$ cat src/rtl/sfd_pkg.sv
package sfd_pkg;

    localparam int SYM_W = 4;

    typedef logic [SYM_W-1:0] sym_t;

    localparam sym_t WILD_SYM = '1;
    localparam sym_t ZERO_SYM = '0;

    typedef enum logic [1:0] {
        RX_WAIT   = 2'd0,
        RX_SEARCH = 2'd1,
        RX_FOUND  = 2'd2
    } rx_state_e;

    typedef struct packed {
        logic valid;
        sym_t sym;
    } sym_beat_t;

    // Wildcard nibbles go out as zero symbols.
    function automatic sym_t tx_map(sym_t s);
        return (s == WILD_SYM) ? ZERO_SYM : s;
    endfunction

    function automatic logic is_wild(sym_t s);
        return s == WILD_SYM;
    endfunction

endpackage

$ cat src/rtl/sfd_pattern.sv
module sfd_pattern
    import sfd_pkg::*;
#(
    parameter int SYNC_W = 16,
    parameter int NIBS   = SYNC_W / SYM_W,
    parameter int MAXL   = NIBS + 1,
    parameter int LEN_W  = $clog2(MAXL + 1)
) (
    input  logic [SYNC_W-1:0]           sync_word,
    output logic [MAXL-1:0][SYM_W-1:0]  req,
    output logic [LEN_W-1:0]            req_len,
    output logic [LEN_W-1:0]            zlead
);

    sym_t nibs [NIBS];

    generate
        for (genvar g = 0; g < NIBS; g++) begin : g_nib
            assign nibs[g] = sync_word[g*SYM_W +: SYM_W];
        end
    endgenerate

    // Compact the non-wildcard nibbles behind one implicit zero.
    always_comb begin
        logic [LEN_W-1:0] cnt;
        req = '0;
        cnt = LEN_W'(1);
        for (int i = 0; i < NIBS; i++) begin
            if (!is_wild(nibs[i])) begin
                req[cnt] = nibs[i];
                cnt      = cnt + 1'b1;
            end
        end
        req_len = cnt;
    end

    // Count the zeros that open the required sequence.
    always_comb begin
        logic still;
        zlead = '0;
        still = 1'b1;
        for (int j = 0; j < MAXL; j++) begin
            if (still && (j < int'(req_len)) && (req[j] == ZERO_SYM)) begin
                zlead = zlead + 1'b1;
            end else begin
                still = 1'b0;
            end
        end
    end

endmodule

$ cat src/rtl/sfd_matcher.sv
module sfd_matcher
    import sfd_pkg::*;
#(
    parameter int MAXL  = 5,
    parameter int LEN_W = $clog2(MAXL + 1)
) (
    input  logic                       clk,
    input  logic                       rst,
    input  logic                       rearm,
    input  logic                       corr_ok,
    input  sym_beat_t                  beat,
    input  logic [MAXL-1:0][SYM_W-1:0] req,
    input  logic [LEN_W-1:0]           req_len,
    input  logic [LEN_W-1:0]           zlead,
    output logic                       sfd_found
);

    rx_state_e        state_q;
    logic [LEN_W-1:0] pos_q;
    logic [LEN_W-1:0] run_q;
    logic [LEN_W-1:0] run_n;
    logic [LEN_W-1:0] fall_pos;
    logic             hit;
    logic             done;

    always_comb begin
        if (beat.sym != ZERO_SYM) begin
            run_n = '0;
        end else if (run_q == LEN_W'(MAXL)) begin
            run_n = run_q;
        end else begin
            run_n = run_q + 1'b1;
        end
        hit      = (beat.sym == req[pos_q]);
        done     = hit && ((pos_q + 1'b1) == req_len);
        fall_pos = (run_n < zlead) ? run_n : zlead;
    end

    always_ff @(posedge clk) begin
        if (rst) begin
            state_q   <= RX_WAIT;
            pos_q     <= '0;
            run_q     <= '0;
            sfd_found <= 1'b0;
        end else begin
            sfd_found <= 1'b0;
            if (rearm) begin
                state_q <= RX_WAIT;
                pos_q   <= '0;
                run_q   <= '0;
            end else begin
                unique case (state_q)
                    RX_WAIT: begin
                        if (corr_ok) state_q <= RX_SEARCH;
                    end
                    RX_SEARCH: begin
                        if (beat.valid) begin
                            run_q <= run_n;
                            if (done) begin
                                state_q   <= RX_FOUND;
                                pos_q     <= '0;
                                sfd_found <= 1'b1;
                            end else if (hit) begin
                                pos_q <= pos_q + 1'b1;
                            end else if (beat.sym == ZERO_SYM) begin
                                pos_q <= fall_pos;
                            end else begin
                                pos_q <= '0;
                            end
                        end
                    end
                    default: ;
                endcase
            end
        end
    end

endmodule

$ cat src/rtl/sfd_txgen.sv
module sfd_txgen
    import sfd_pkg::*;
#(
    parameter int SYNC_W = 16,
    parameter int PRE_W  = 4,
    parameter int NIBS   = SYNC_W / SYM_W,
    parameter int MAXTOT = 2 * ((1 << PRE_W) - 1) + NIBS,
    parameter int TOT_W  = $clog2(MAXTOT + 1)
) (
    input  logic              clk,
    input  logic              rst,
    input  logic              tx_start,
    input  logic              tx_step,
    input  logic [SYNC_W-1:0] sync_word,
    input  logic [PRE_W-1:0]  preamble_len,
    output logic              tx_active,
    output logic              tx_sym_valid,
    output sym_t              tx_sym
);

    logic [SYNC_W-1:0] sync_q;
    logic [TOT_W-1:0]  idx_q;
    logic [TOT_W-1:0]  pre_q;
    logic [TOT_W-1:0]  total_q;
    sym_t              tx_nibs [NIBS];
    sym_t              cur_sym;
    logic              last;

    generate
        for (genvar g = 0; g < NIBS; g++) begin : g_txnib
            assign tx_nibs[g] = tx_map(sync_q[g*SYM_W +: SYM_W]);
        end
    endgenerate

    always_comb begin
        cur_sym = ZERO_SYM;
        if (idx_q >= pre_q) begin
            for (int i = 0; i < NIBS; i++) begin
                if ((idx_q - pre_q) == TOT_W'(i)) cur_sym = tx_nibs[i];
            end
        end
        last = (idx_q == (total_q - 1'b1));
    end

    always_ff @(posedge clk) begin
        if (rst) begin
            tx_active    <= 1'b0;
            tx_sym_valid <= 1'b0;
            tx_sym       <= ZERO_SYM;
            sync_q       <= '0;
            idx_q        <= '0;
            pre_q        <= '0;
            total_q      <= '0;
        end else begin
            tx_sym_valid <= 1'b0;
            if (!tx_active && tx_start) begin
                tx_active <= 1'b1;
                sync_q    <= sync_word;
                idx_q     <= '0;
                pre_q     <= TOT_W'({preamble_len, 1'b0});
                total_q   <= TOT_W'({preamble_len, 1'b0}) + TOT_W'(NIBS);
            end else if (tx_active && tx_step) begin
                tx_sym       <= cur_sym;
                tx_sym_valid <= 1'b1;
                idx_q        <= idx_q + 1'b1;
                if (last) tx_active <= 1'b0;
            end
        end
    end

endmodule

$ cat src/rtl/sfd_detector.sv
module sfd_detector
    import sfd_pkg::*;
#(
    parameter int SYNC_W = 16,
    parameter int PRE_W  = 4
) (
    input  logic              clk,
    input  logic              rst,
    input  logic              rearm,
    input  logic              corr_ok,
    input  logic              sym_valid,
    input  logic [3:0]        sym_in,
    input  logic [SYNC_W-1:0] sync_word,
    input  logic [PRE_W-1:0]  preamble_len,
    input  logic              tx_start,
    input  logic              tx_step,
    output logic              sfd_found,
    output logic              tx_active,
    output logic              tx_sym_valid,
    output logic [3:0]        tx_sym
);

    localparam int NIBS  = SYNC_W / SYM_W;
    localparam int MAXL  = NIBS + 1;
    localparam int LEN_W = $clog2(MAXL + 1);

    logic [MAXL-1:0][SYM_W-1:0] req;
    logic [LEN_W-1:0]           req_len;
    logic [LEN_W-1:0]           zlead;
    sym_beat_t                  beat;

    assign beat.valid = sym_valid;
    assign beat.sym   = sym_in;

    sfd_pattern #(
        .SYNC_W (SYNC_W),
        .NIBS   (NIBS),
        .MAXL   (MAXL),
        .LEN_W  (LEN_W)
    ) u_pattern (
        .sync_word (sync_word),
        .req       (req),
        .req_len   (req_len),
        .zlead     (zlead)
    );

    sfd_matcher #(
        .MAXL  (MAXL),
        .LEN_W (LEN_W)
    ) u_matcher (
        .clk       (clk),
        .rst       (rst),
        .rearm     (rearm),
        .corr_ok   (corr_ok),
        .beat      (beat),
        .req       (req),
        .req_len   (req_len),
        .zlead     (zlead),
        .sfd_found (sfd_found)
    );

    sfd_txgen #(
        .SYNC_W (SYNC_W),
        .PRE_W  (PRE_W)
    ) u_txgen (
        .clk          (clk),
        .rst          (rst),
        .tx_start     (tx_start),
        .tx_step      (tx_step),
        .sync_word    (sync_word),
        .preamble_len (preamble_len),
        .tx_active    (tx_active),
        .tx_sym_valid (tx_sym_valid),
        .tx_sym       (tx_sym)
    );

endmodule

$ cat config.mk
export PLATFORM = sky130hd
export DESIGN_NAME = sfd_detector
export DESIGN_NICKNAME = d
export VERILOG_FILES = /design/src/rtl/sfd_pkg.sv /design/src/rtl/sfd_pattern.sv /design/src/rtl/sfd_matcher.sv /design/src/rtl/sfd_txgen.sv /design/src/rtl/sfd_detector.sv
export SDC_FILE = /design/constraint.sdc
export NUM_CORES = 1
export LEC_CHECK = 0
export ABC_AREA = 1
export BUFFER_PORTS_ARGS = -buffer_cell sky130_fd_sc_hd__buf_2
export CAP_MARGIN = 20
export CORE_UTILIZATION = 50
export DETAILED_ROUTE_END_ITERATION = 10
export PLACE_DENSITY = 0.69
export SETUP_SLACK_MARGIN = 0.4
export SYNTH_ARGS = -nofsm -noshare
export SYNTH_HDL_FRONTEND = slang
export SYNTH_SLANG_ARGS = --single-unit
$ cat constraint.sdc
create_clock -name clk -period 13.55 [get_ports clk]
set_clock_uncertainty 0.15 [all_clocks]
set_input_delay 2.71 -clock clk [delete_from_list [all_inputs] [get_ports clk]]
set_output_delay 2.71 -clock clk [all_outputs]
set_load 0.01 [all_outputs]
==> results of run 1 <==
==> stage by stage <==
| stage | util (%) | power (uW) |
|---|---|---|
| final | 58.1 | 298 |
| after CTS | 58.1 | 298 |
| after global placement | 56.9 | 217 |
| after floorplan | - | 197 |
| after global routing | 58.1 | 315 |
| after detailed placement | 56.9 | 218 |
==> critical path: cells and delay by family <==
kind	cells	cell delay, ps
AO/OA/AOI/OAI	5	1210
adder cells (fa/ha/maj)	5	1540
buffers and inverters	6	620
AND/OR/NAND/NOR	19	2160
==> area by class of cell <==
type,count,area (sq um)
Tap cell,96,120
Sequential cell,45,901
Clock buffer,7,76.3
Multi-Input combinational cell,444,2490
Inverter,71,267
Fill cell,702,2930
Timing Repair Buffer,38,193
Clock inverter,1,7.51
==> sequential cells by signal, summed over array words and instances (netlist names) <==
register	flops
u_matcher.run_q	3
u_txgen.tx_sym	4
u_txgen.tx_active	1
u_txgen.tx_sym_valid	1
u_txgen.sync_q	16
u_txgen.total_q	4
u_txgen.pre_q	4
u_matcher.state_q	2
u_matcher.sfd_found	1
u_matcher.pos_q	3
u_txgen.idx_q	6
==> worst paths after layout <==
check,endpoint,cells after the start,start
min,u_txgen.tx_sym[3],2,u_txgen.tx_sym[3]
max reg2reg,u_txgen.tx_sym[1],15,u_txgen.idx_q[1]
max,u_matcher.pos_q[1],35,sync_word[3]
min reg2reg,u_txgen.tx_sym[3],2,u_txgen.tx_sym[3]
==> cells by family after synthesis <==
family | Yosys count | share of synthesized area (%)
compound gates | 109 | 16.4
buf+inv | 81 | 8.29
xor+xnor | 14 | 3.32
flops | 45 | 24.4
fa+ha+maj | 22 | 7.85
simple gates | 299 | 39.7
==> power by group through the flow <==
stage / registers [uW] / logic [uW] / clock network (uW)
finish: 144 / 71.9 / 81.8
global placement: 147 / 69.8 / 0
detailed placement: 147 / 70.9 / 0
global route: 145 / 81.3 / 88.4
CTS: 144 / 71.3 / 82.8
floorplan: 146 / 51.8 / 0
==> per-layer routing <==
layer	share of wire (%)	routed length [um]	up-vias	GRT usage, %
li1	-	-	1966	-
met1	45	4240	1750	31.7
met2	49	4590	100	46.7
met3	4.3	401	13	3.11
met4	1.7	157	0	7.75
met5	0	0	-	0
==> Yosys cell counts, drive strengths merged <==
cell type / number
and3: 1
dfxtp: 45
a211oi: 3
fa: 2
nor3b: 1
xnor2: 5
or2: 2
nor2: 73
a2111oi: 1
o22ai: 2
nand3: 41
o21ai: 44
o211ai: 3
a21boi: 4
ha: 20
inv: 70
a31oi: 3
a211o: 1
a21oi: 43
o2111ai: 1
clkbuf: 8
o221ai: 2
xor2: 9
nor3: 5
clkinv: 1
nand3b: 5
nand2: 147
a22oi: 2
nor4: 2
buf: 2
nand4: 22
==> out/metrics.yaml, run 1 <==
outcome: "complete, no violations"
cell_internal_pwr_uw: 200
worst-r2r-setup-slack_ps: 10710
cts-root-to-sink-buffers: 2
finalWirelength_um: 9390
leakagePower_uw: 0.00198
finalHoldViolCount: 0
tritoncts_clock_tree: "yes"
antenna_found_initial: 0
share_of_the_synthesized_area_in_the_top_cell_type_pct: 24.4
timing.critical_path.arrival_ps: 8250
yosysWarnings: 0
switching_share_pct: 32.8
crit_slowest_cell: "sky130_fd_sc_hd__fa_1"
critPathKind: "in2reg"
holdBufCountCts: 0
final_cell_area_sq_um: 4050
routedWlPerCell_um: 13.4
syn-instance-count: 570
final.hold.worst_slack_ps: 319
worst_setup_path_end_kind: "register"
part_of_the_total_power_dissipated_in_combinational_logic_pct: 24.1
yosysSeqAreaShare_pct: 24.4
insertedDiodeCount: 0
maxCapViolCount: 0
dp.final_hpwl_um: 7460
cp_data_required_time_ps: 13630
syn-num-nets: 623
timing.critical_path.mode_cell: "sky130_fd_sc_hd__nand2_1"
worstSkewPairLatency_ps: 290
setup_tns_ps: 0
setup_viol: 0
synthesis.area_sq_um: 3700
detailed_place.area_sq_um: 3970
clockPowerShare_pct: 27.5
rsz0062_at_grt: "no"
cts.htree.levels: 2
cts_post_setup_buffers_inserted: 0
syn_area_per_cell_sq_um: 6.49
max_stage_delay_ps: 590
timing.final.crit_share_pct: 60.3
place_worst_setup_slack_ps: 5140
grt_max_degree: 27
stdcell_count: 702
powerDensity_nw_per_um2: 73.5
io_pins: 38
yosys.cell_types.count: 44
gp_congestion: 0.947
worst_ir_drop_vdd_mv: 0.0393
placement_rows: 30
detailedRoute.firstIterationViolations: 159
cts_made_buffers: 5
cts_sinks: 45
cp_max_fo: 10
max_slew.worst_pin.slew_ps: 831
dr.pass1.iters: 5
globalRouteOverflowTotal: 0
most_frequent_standard_cell_in_the_layout_excluding_fill_and_tap_cells: "sky130_fd_sc_hd__nand2_1"
highest_count_cells_in_the_layout_ignoring_fill_and_taps: "sky130_fd_sc_hd__nand2_1, sky130_fd_sc_hd__inv_1, sky130_fd_sc_hd__nor2_1, sky130_fd_sc_hd__dfxtp_1"
grt_first_pass_wirelength_um: 16000
dr_total_vias: 3829
global_route.usage.total_pct: 25.8
placeableCoreArea_sq_um: 6980
layout-drive-gt1-share_pct: 14.5
chipWidth_um: 88.0
drc_violations_left: 0
timing.final.max_slew_violations: 0
dpl.cell_count: 694
place.port_buffers: 37
sequential_group_share_of_total_power_pct: 48.4
max_freq_mhz: 122
worst_slew_margin_rel_pct: 44.1
startpoint_type: "input port"
finalNetCount: 658
synth_area_leader_cell: "sky130_fd_sc_hd__dfxtp_1"
die-height_um: 88.0
power.switching_uw: 97.8
floorplan.initialDensity_pct: 53.0
holdCritPathClass: "reg2reg"
cts-resized-gates: 0
synthToLayoutAreaGrowth_pct: 9.64
clock_pin_slew_of_the_registers_on_the_worst_case_setup_and_hold_paths_ps: 90
dieArea_sq_um: 7740
finalWorstPathRequiredPeriod_ps: 8170
first_global_vias: 3620
route.detailed.vias_per_inst: 5.45
synthTopCellsByArea: "sky130_fd_sc_hd__dfxtp_1, sky130_fd_sc_hd__nand2_1, sky130_fd_sc_hd__ha_1, sky130_fd_sc_hd__inv_1, sky130_fd_sc_hd__nor2_1"
cts_root_buffer: "sky130_fd_sc_hd__clkbuf_8"
antenna_violating_nets_post_route: 0
fin_ws_ps: 5380
ys_ff_latch: 45
Power figures use the tool's default switching activity.
==> inputs of run 2 (changes only) <==
--- a/config.mk
+++ b/config.mk
@@ -5,12 +5,12 @@
 export SDC_FILE = /design/constraint.sdc
 export NUM_CORES = 1
 export LEC_CHECK = 0
-export ABC_AREA = 1
+export ABC_AREA = 0
 export BUFFER_PORTS_ARGS = -buffer_cell sky130_fd_sc_hd__buf_2
 export CAP_MARGIN = 20
 export CORE_UTILIZATION = 50
 export DETAILED_ROUTE_END_ITERATION = 10
-export PLACE_DENSITY = 0.69
+export PLACE_DENSITY = 0.7
 export SETUP_SLACK_MARGIN = 0.4
 export SYNTH_ARGS = -nofsm -noshare
 export SYNTH_HDL_FRONTEND = slang
==> constraint.sdc (replaced) <==
create_clock -name clk -period 7.8 [get_ports clk]
set_clock_uncertainty 0.15 [all_clocks]
set_input_delay 1.56 -clock clk [delete_from_list [all_inputs] [get_ports clk]]
set_output_delay 1.56 -clock clk [all_outputs]
set_load 0.01 [all_outputs]
==> run 2 against run 1 <==
Via count increased by 2.0%; core utilization increased by 1.2 points; sequential power increased by 71%; die area decreased by 2.3%; total power increased by 82%; hold slack got worse by 15 ps; register-to-register slack got worse by 6300 ps; final cell count decreased by 12%; clock power increased by 120%; largest cell class unchanged.
==> out/metrics.yaml, run 2 <==
cts_made_buffers: 5  # unchanged
worst_ir_drop_vdd_mv: 0.0908  # +130%
globalRouteOverflowTotal: 0  # unchanged
worst-r2r-cell-count: 8  # -7
outcome: "complete, no violations"
most_flops_register: "u_txgen.sync_q"
worst_hold_path.endpoint: "u_txgen.tx_sym[0]"
place.port_buffers: 37  # unchanged
final.hold.worst_slack_ps: 304  # -14.7 ps
syn-num-nets: 545  # -13%
clock_pin_slew_of_the_registers_on_the_worst_case_setup_and_hold_paths_ps: 90  # about the same
finalNetCount: 573  # -13%
cts.htree.levels: 2  # unchanged
reg_top3: "u_txgen.sync_q: 16 flops, u_txgen.idx_q: 6 flops"
worst_slew_margin_rel_pct: 39.2  # -4.9 points
dr.pass1.iters: 5  # unchanged
antenna_found_initial: 0  # unchanged
top_reg_cell_synth: "sky130_fd_sc_hd__dfxtp_1"
holdCritPathClass: "reg2reg"
finalHoldViolCount: 0  # unchanged
yosysSeqAreaShare_pct: 25.0  # +0.60 points
detailedRoute.firstIterationViolations: 315  # +98%
timing.final.max_slew_violations: 0  # unchanged
syn-instance-count: 492  # -14%
min_path_cells: 2  # unchanged
combinational_family_with_the_most_area_after_synthesis: "simple AND/OR/NAND/NOR gates"
floorplan.initialDensity_pct: 52.5  # -0.43 points
ys_ff_latch: 45  # unchanged
synthToLayoutAreaGrowth_pct: 12.8
antenna_violating_nets_post_route: 0  # unchanged
max_freq_mhz: 141
holdBufCountCts: 0  # unchanged
cts_root_buffer: "sky130_fd_sc_hd__clkbuf_8"
gp_congestion: 1.12  # +18%
worstSkewPairLatency_ps: 290  # about the same
synth-async-reset-ratio_pct: 0  # unchanged
synth_fa_ha_area_share_pct: 8.04  # +0.19 points
crit_slowest_cell: "sky130_fd_sc_hd__fa_1"
share_of_the_synthesized_area_in_the_top_cell_type_pct: 25.0  # +0.60 points
dr_total_vias: 3905  # +2.0%
hold_path_startpoint: "u_txgen.tx_sym[0]"
highest_count_cells_in_the_layout_ignoring_fill_and_taps: "sky130_fd_sc_hd__nand2_1, sky130_fd_sc_hd__dfxtp_1, sky130_fd_sc_hd__a21oi_1, sky130_fd_sc_hd__buf_2, sky130_fd_sc_hd__nor2_1"
grt_first_pass_wirelength_um: 16200  # +1.8%
cts_sinks: 45  # unchanged
synthTopCellsByArea: "sky130_fd_sc_hd__dfxtp_1, sky130_fd_sc_hd__nand2_1, sky130_fd_sc_hd__ha_1, sky130_fd_sc_hd__a21oi_1, sky130_fd_sc_hd__nand3_1"
synthesis.area_sq_um: 3610  # -2.4%
routedWlPerCell_um: 16.3  # +22%
global_route.usage.total_pct: 26.8  # +1.0 points
die-height_um: 87.0  # -1.2%
maxCapViolCount: 0  # unchanged
cts-root-to-sink-buffers: 2  # unchanged
synth-simple-area-share_pct: 27.8  # -12 points
setup_viol: 0  # unchanged
max_stage_delay_ps: 470  # -120 ps
grt_max_degree: 34  # +26%
setup_tns_ps: 0  # unchanged
dp.final_hpwl_um: 7450  # -0.18%
cp_max_fo: 11  # +1
yosys.area_share.xor_xnor_pct: 6.07  # +2.8 points
synth_compound_area_share_pct: 24.5  # +8.1 points
worst_r2r_startpoint: "u_matcher.pos_q[0]"
io_pins: 38  # unchanged
yosys.cell_types.count: 59  # +34%
most_numerous_cell_in_the_yosys_netlist: "sky130_fd_sc_hd__nand2_1"
route.detailed.vias_per_inst: 6.33  # +16%
timing.critical_path.mode_cell: "sky130_fd_sc_hd__ha_1"
insertedDiodeCount: 0  # unchanged
finalWirelength_um: 10000  # +7.0%
startpoint_type: "input port"
tritoncts_clock_tree: "yes"
max_slew.worst_pin.slew_ps: 912  # +81.3 ps
finalWorstPathRequiredPeriod_ps: 7100
leakagePower_uw: 0.00159  # -19%
worst-r2r-setup-slack_ps: 4420  # -6290 ps
powerDensity_nw_per_um2: 133  # +82%
yosysWarnings: 0  # unchanged
rsz0062_at_grt: "no"
layout-drive-gt1-share_pct: 14.8  # +0.26 points
most_frequent_standard_cell_in_the_layout_excluding_fill_and_tap_cells: "sky130_fd_sc_hd__nand2_1"
placement_rows: 30  # unchanged
dieArea_sq_um: 7560  # -2.3%
largest_register_ffs: 16  # unchanged
synth_area_leader_cell: "sky130_fd_sc_hd__dfxtp_1"
synth_common_cells: "sky130_fd_sc_hd__nand2_1, sky130_fd_sc_hd__dfxtp_1, sky130_fd_sc_hd__a21oi_1, sky130_fd_sc_hd__nor2_1"
regToRegEndpoint: "u_matcher.pos_q[0]"
synth-edff-count: 0  # unchanged
yosys-mux-area-fraction_pct: 2.18  # +2.2 points
timing.critical_path.arrival_ps: 7160  # -1090 ps
critPathKind: "in2reg"
worst_setup_path_end_kind: "register"
first_global_vias: 3481  # -3.8%
placeableCoreArea_sq_um: 6870  # -1.6%
drc_violations_left: 0  # unchanged
cp_data_required_time_ps: 7860  # -5770 ps
chipWidth_um: 87.0  # -1.2%
timing.final.crit_share_pct: 91.1
syn_area_per_cell_sq_um: 7.33  # +13%
## run 2: layout make-up
| class | instances | area (sq um) |
|---|---|---|
| clock inverter | 1 | 30.0 |
| sequential | 45 | 901 |
| tap | 96 | 120 |
| clock buffer | 7 | 86.3 |
| inverter | 29 | 114 |
| timing repair buffer | 49 | 283 |
| fill | 638 | 2800 |
| multi-input combinational | 390 | 2540 |
## run 2: worst max path at each step
| stage | startpoint | to |
|---|---|---|
| finish | sync_word[10] | u_matcher.pos_q[1] |
| global route | sync_word[10] | u_matcher.pos_q[1] |
| CTS | sync_word[10] | u_matcher.pos_q[1] |
| detailed placement | sync_word[10] | u_matcher.pos_q[1] |
| global placement | sync_word[9] | u_matcher.pos_q[1] |
| floorplan | sync_word[1] | u_matcher.pos_q[1] |
## run 2: kinds of logic (layout without fill, tap and decap cells)
logic type      after synthesis  after routing
simple gates                205            205
compound gates              131            131
buf+inv                      57             86
flops                        45             45
xor+xnor                     25             25
fa+ha+maj                    22             22
mux                           7              7
## run 2: routing by layer
layer | vias up | global-route usage [%] | part of all wire, %
li1 | 1855 | - | -
met1 | 1807 | 34.6 | 43
met2 | 217 | 46.1 | 48
met3 | 26 | 3.51 | 7.5
met4 | 0 | 8.79 | 2.2
met5 | - | 0 | 0
## run 2: critical path: cells and delay by family
kind                     cells  cell delay, ps
AO/OA/AOI/OAI                8            1450
XOR/XNOR                     3             450
adder cells (fa/ha/maj)      5            1440
buffers and inverters        4             480
multiplexers                 1             270
AND/OR/NAND/NOR              6            1510
## run 2: power breakdown
group	internal, uW	switching [uW]
Sequential	238	8.12
Combinational	43.1	70.8
Clock	105	78.7
Total	386	158
## run 2: what timing repair did
item                       in CTS  in global routing
gates resized for setup         0                 15
buffers inserted                0                  5
setup endpoints to repair       0                  3
## run 2: metrics by stage
stage	total power (uW)	std cells	setup WS (ps)	cell area, sq um	util, %
6_report	543	617	698	4070	59.3
5_1_grt	566	617	400	4070	59.3
4_1_cts	541	612	423	3980	57.9
3_5_place_dp	359	604	123	3860	56.2
3_3_place_gp	356	604	338	3860	56.2
2_1_floorplan	324	492	427	3620	-
